==> config.mk <==
export PLATFORM = sky130hd
export DESIGN_NAME = burst_addr_gen
export DESIGN_NICKNAME = d
export VERILOG_FILES = /design/src/rtl/burst_pkg.sv /design/src/rtl/burst_beat_ctr.sv /design/src/rtl/burst_order_map.sv /design/src/rtl/burst_addr_gen.sv
export SDC_FILE = /design/constraint.sdc
export NUM_CORES = 1
export LEC_CHECK = 0
export ABC_CLOCK_PERIOD_IN_PS = 1100
export BUFFER_PORTS_ARGS = -buffer_cell sky130_fd_sc_hd__buf_2
export CAP_MARGIN = 5
export CORE_MARGIN = 1.5
export CORE_UTILIZATION = 48
export CTS_BUF_LIST = sky130_fd_sc_hd__clkbuf_4 sky130_fd_sc_hd__clkbuf_8
export CTS_CLUSTER_SIZE = 24
export DETAILED_ROUTE_END_ITERATION = 12
export PLACE_DENSITY = 0.85
export SYNTH_ARGS = -nofsm -noshare
export SYNTH_HDL_FRONTEND = slang
export SYNTH_HIERARCHICAL = 1
export SYNTH_SLANG_ARGS = --single-unit
export TNS_END_PERCENT = 100
==> constraint.sdc <==
create_clock -name clk -period 1.1 [get_ports clk]
set_input_delay 0.055 -clock clk [delete_from_list [all_inputs] [get_ports clk]]
set_output_delay 0.055 -clock clk [all_outputs]
set_load 0.1 [all_outputs]
==> src/rtl/burst_pkg.sv <==
// Shared types for the burst address sequencer.
// Assumes: ordering selection is a single static bit.
package burst_pkg;
    typedef enum logic {
        ORD_COUNT = 1'b0,
        ORD_XOR   = 1'b1
    } order_e;
endpackage

==> src/rtl/burst_beat_ctr.sv <==
// Beat counter: cleared by a load, stepped by an active-low advance,
// wraps modulo 2**BEAT_W. Assumes load has priority over advance.
module burst_beat_ctr #(
    parameter int BEAT_W = 2
) (
    input  logic              clk,
    input  logic              rst_n,
    input  logic              load_i,
    input  logic              adv_n_i,
    output logic [BEAT_W-1:0] beat_o
);
    logic [BEAT_W-1:0] beat_q;

    // Update the beat index: reset, load clears, advance steps with natural wrap.
    always_ff @(posedge clk) begin
        if (!rst_n)
            beat_q <= '0;
        else if (load_i)
            beat_q <= '0;
        else if (!adv_n_i)
            beat_q <= beat_q + 1'b1;
    end

    assign beat_o = beat_q;


    hold_when_idle_chk: assert property (@(posedge clk) disable iff (!rst_n)
        (!load_i && adv_n_i) |=> $stable(beat_o));


    step_wrap_chk: assert property (@(posedge clk) disable iff (!rst_n)
        (!load_i && !adv_n_i) |=> (beat_o == BEAT_W'($past(beat_o) + 1'b1)));


    load_clears_beat_chk: assert property (@(posedge clk) disable iff (!rst_n)
        load_i |=> (beat_o == '0));
endmodule

==> src/rtl/burst_order_map.sv <==
// Maps the start offset and beat index to the low address bits.
// Counting order adds modulo 2**BEAT_W; XOR order combines bit by bit.
// Purely combinational.
module burst_order_map #(
    parameter int BEAT_W = 2
) (
    input  logic [BEAT_W-1:0]    start_i,
    input  logic [BEAT_W-1:0]    beat_i,
    input  burst_pkg::order_e    order_i,
    output logic [BEAT_W-1:0]    low_o
);
    logic [BEAT_W-1:0] sum_w;
    logic [BEAT_W-1:0] xor_w;

    assign sum_w = start_i + beat_i;

    // One XOR per address bit of the burst field.
    for (genvar b = 0; b < BEAT_W; b++) begin : g_xor
        assign xor_w[b] = start_i[b] ^ beat_i[b];
    end

    // Select the ordering requested by the mode.
    always_comb begin
        low_o = (order_i == burst_pkg::ORD_XOR) ? xor_w : sum_w;
    end
endmodule

==> src/rtl/burst_addr_gen.sv <==
// Burst address sequencer top. Captures a start address on load,
// freezes its upper bits and orders the low bits by mode.
// Assumes the mode pin is stable during a burst.
module burst_addr_gen #(
    parameter int ADDR_W = 16,
    parameter int BEAT_W = 2
) (
    input  logic              clk,
    input  logic              rst_n,
    input  logic              load_i,
    input  logic [ADDR_W-1:0] load_addr_i,
    input  logic              adv_n_i,
    input  logic              interleave_i,
    output logic [ADDR_W-1:0] addr_o,
    output logic [BEAT_W-1:0] beat_o
);
    localparam int UP_W = ADDR_W - BEAT_W;

    logic [UP_W-1:0]   upper_q;
    logic [BEAT_W-1:0] start_q;
    logic [BEAT_W-1:0] beat_w;
    logic [BEAT_W-1:0] low_w;
    burst_pkg::order_e order_w;

    // Capture the starting address when a burst opens.
    always_ff @(posedge clk) begin
        if (!rst_n) begin
            upper_q <= '0;
            start_q <= '0;
        end else if (load_i) begin
            upper_q <= load_addr_i[ADDR_W-1:BEAT_W];
            start_q <= load_addr_i[BEAT_W-1:0];
        end
    end

    assign order_w = interleave_i ? burst_pkg::ORD_XOR : burst_pkg::ORD_COUNT;

    burst_beat_ctr #(.BEAT_W(BEAT_W)) u_ctr (
        .clk     (clk),
        .rst_n   (rst_n),
        .load_i  (load_i),
        .adv_n_i (adv_n_i),
        .beat_o  (beat_w)
    );

    burst_order_map #(.BEAT_W(BEAT_W)) u_map (
        .start_i (start_q),
        .beat_i  (beat_w),
        .order_i (order_w),
        .low_o   (low_w)
    );

    assign addr_o = {upper_q, low_w};
    assign beat_o = beat_w;


    reset_zero_chk: assert property (@(posedge clk)
        !rst_n |=> (addr_o == '0 && beat_o == '0));


    load_capture_chk: assert property (@(posedge clk) disable iff (!rst_n)
        load_i |=> (addr_o == $past(load_addr_i)));


    upper_hold_chk: assert property (@(posedge clk) disable iff (!rst_n)
        !load_i |=> $stable(addr_o[ADDR_W-1:BEAT_W]));
endmodule

==> impl_metrics.toml <==
[grt]
grtUsageMet1 = 0.2162
grt.total_usage = 0.2086
grt.busiest_layer = "met2"
grt_antenna_before_repair = 0
grt_pass1_vias = 625
grt_util_met3 = 0.02586
grt_overflow = 0
grt_max_degree = 18
grt_pass1_wl_um = 2739
grtUsageMet2 = 0.3877

[outcome]
violations = "negative setup slack"
outcome = "complete, but fails checks"

[cells_and_area]
antenna_cells = 0
drive_gt1_frac = 0.6449
fin_area_um2 = 1184
synthToLayoutAreaGrowth_pct = 60.34
fin_nets = 130

[worst_hold_path]
worst_hold_path.endpoint = "upper_q[0]"
hold_class = "input pin to register"
holdPathStages = 3
worstHoldStart = "load_addr_i[2]"

[sta]
post-route-min-period_ns = 1.335
max_freq_mhz = 749.2
skew_ns = 0.0006748
finalSetupViolCount = 2
worst_pin_slew_ns = 0.2791
grt_setup_unrepaired = "yes"
period_share = 1.213
drv_slew = 0
finalHoldViolCount = 0
slew_headroom = 0.8155
setup_ws_ns = -0.2347

[setup_path]
reg2reg_depth = 4
cp_max_fo = 2
required_ns = 1.04
critPathLaunchType = "register"
worst-setup-path-type = "register to output pin"
critPathCaptureType = "output pin"
r2r_slack_ns = 0.16
rr_endpoint = "u_ctr/beat_o[1]"
timing.rr.start = "u_ctr/beat_o[0]"
arrival_ns = 1.28

[place]
hpwl_um = 1197
io_buffer_count = 38
dp_slack_ns = 0.04052
post_dp_cell_area_um2 = 1111
globalplace.congestion = 0.7739

[cts]
clk_pin_slew_ns = 0.10
htreeDepth = 1
cts_made_buffers = 3
cts_sinks = 18
cts_tree = "done"
insertion_delay_ns = 0.29
clockRootBuffer = "clkbuf_4"
clock_path_buffers = 2

[synthesis]
synth_nets = 85
ys_ff_latch = 18
ys_types = 13
synth-async-reset-ratio = 0
synthTopCellsByCount = "dfxtp_1, nor2b_1, mux2i_1"
synth_top_area_cell = "dfxtp_1"
yosysWarnings = 6
synth.avg_cell_area_um2 = 11.72
synth_area_um2 = 738.2
synth_edf_count = 0
synthTopCellsByArea = "dfxtp_1, mux2i_1, nor2b_1, xnor2_1, buf_12"
ys_seq_area_frac = 0.4881
synth_top_area_share = 0.4881
synth.most_common_cell = "dfxtp_1"
synth-main-ff-cell = "dfxtp_1"
postSynthCellCount = 63

[floorplan]
die_area_um2 = 1782
fp.dieW_um = 42.22
die_h_um = 42.22
initial_utilization = 0.5403
core_um2 = 1366
rows = 13
ios = 39

[detailed_routing]
viasPerCell = 4.951
dr.pass1.iters = 3
wl_per_cell_um = 13.30
drc = 0
wirelength_um = 1623
via_count = 604
ant_nets = 0
drtIter0Drc = 4

[flow_run]
drv_cap = 0

[power]
leakage_nw = 0.5537
vdd_drop_max_uv = 1076
pwr_density_cell_nw_per_um2 = 1422
## layer usage
layer | vias to the layer above | share of wire
met2 | 24 | 0.53
met1 | 276 | 0.39
li1 | 299 | -
met5 | - | 0
met3 | 5 | 0.055
met4 | 0 | 0.029
## worst max-delay path by stage
stage	from	endpoint	slack [ns]	cells after the start
final	u_ctr/beat_o[0]	addr_o[1]	-0.23	4
after detailed placement	start_q[0]	addr_o[1]	0.04	4
after global routing	start_q[0]	addr_o[1]	-0.28	4
after floorplan	u_ctr/beat_o[0]	addr_o[1]	-0.31	3
after global placement	start_q[0]	addr_o[1]	0.08	4
after CTS	u_ctr/beat_o[0]	addr_o[1]	-0.25	4
## registers in the layout (all words and copies together) (netlist names)
name          flops
start_q           2
upper_q          14
u_ctr/beat_o      2
## report_power, final
group	switching, W	internal (W)	total [W]
clock network	0.000205	0.000202	0.000407
registers	0.0000245	0.000692	0.000716
logic	0.000373	0.000187	0.000560
total	0.000602	0.00108	0.00168
## what timing repair did
item	4_1_cts	5_1_grt
buffers inserted	1	0
pin swaps	1	0
hold buffers	0	0
hold endpoints to repair	0	0
gates resized for setup	12	0
endpoints found under the setup margin	13	2
## cells by family (layout without fill, tap and decap cells)
family / Yosys count / in the layout / share of synthesized area
xor+xnor: 3 / 3 / 0.03560
buf+inv: 3 / 47 / 0.04745
fa+ha+maj: 1 / 1 / 0.01695
flops: 18 / 18 / 0.4881
mux: 16 / 16 / 0.2169
simple gates: 22 / 22 / 0.1949
## metrics by stage
step	setup TNS [ns]	hold slack, ns	std cells	util	total power, W
6_report	-0.2728	0.01291	122	0.8663	0.001683
2_1_floorplan	-0.3128	0.1830	63	-	0.001133
5_1_grt	-0.3526	0.01847	122	0.8663	0.001741
3_3_place_gp	0	0.3121	117	0.8132	0.001267
4_1_cts	-0.2995	0.004537	122	0.8663	0.001705
3_5_place_dp	0	0.3194	117	0.8132	0.001276
## worst max-delay path, cell delays in order, from the launching register on
cell	delay [ns]
dfxtp_4	0.37
ha_4	0.12
nor2b_4	0.17
xnor2_4	0.13
buf_12	0.19
## cell type report
type / count / area (um2)
multi-input combinational: 42 / 381.6
tap: 15 / 18.77
timing repair buffer: 43 / 360.3
sequential: 18 / 386.6
fill: 75 / 182.7
clock buffer: 4 / 36.28
## cell usage in the layout, fill, tap and decap left out, drive strengths merged
master   n
ha       1
nor3     1
nand2b   1
nor2b   18
buf     43
xnor2    3
and2b    1
nor2     1
dfxtp   18
clkbuf   4
mux2i   16
No activity file was read; power rests on OpenSTA's default activity.
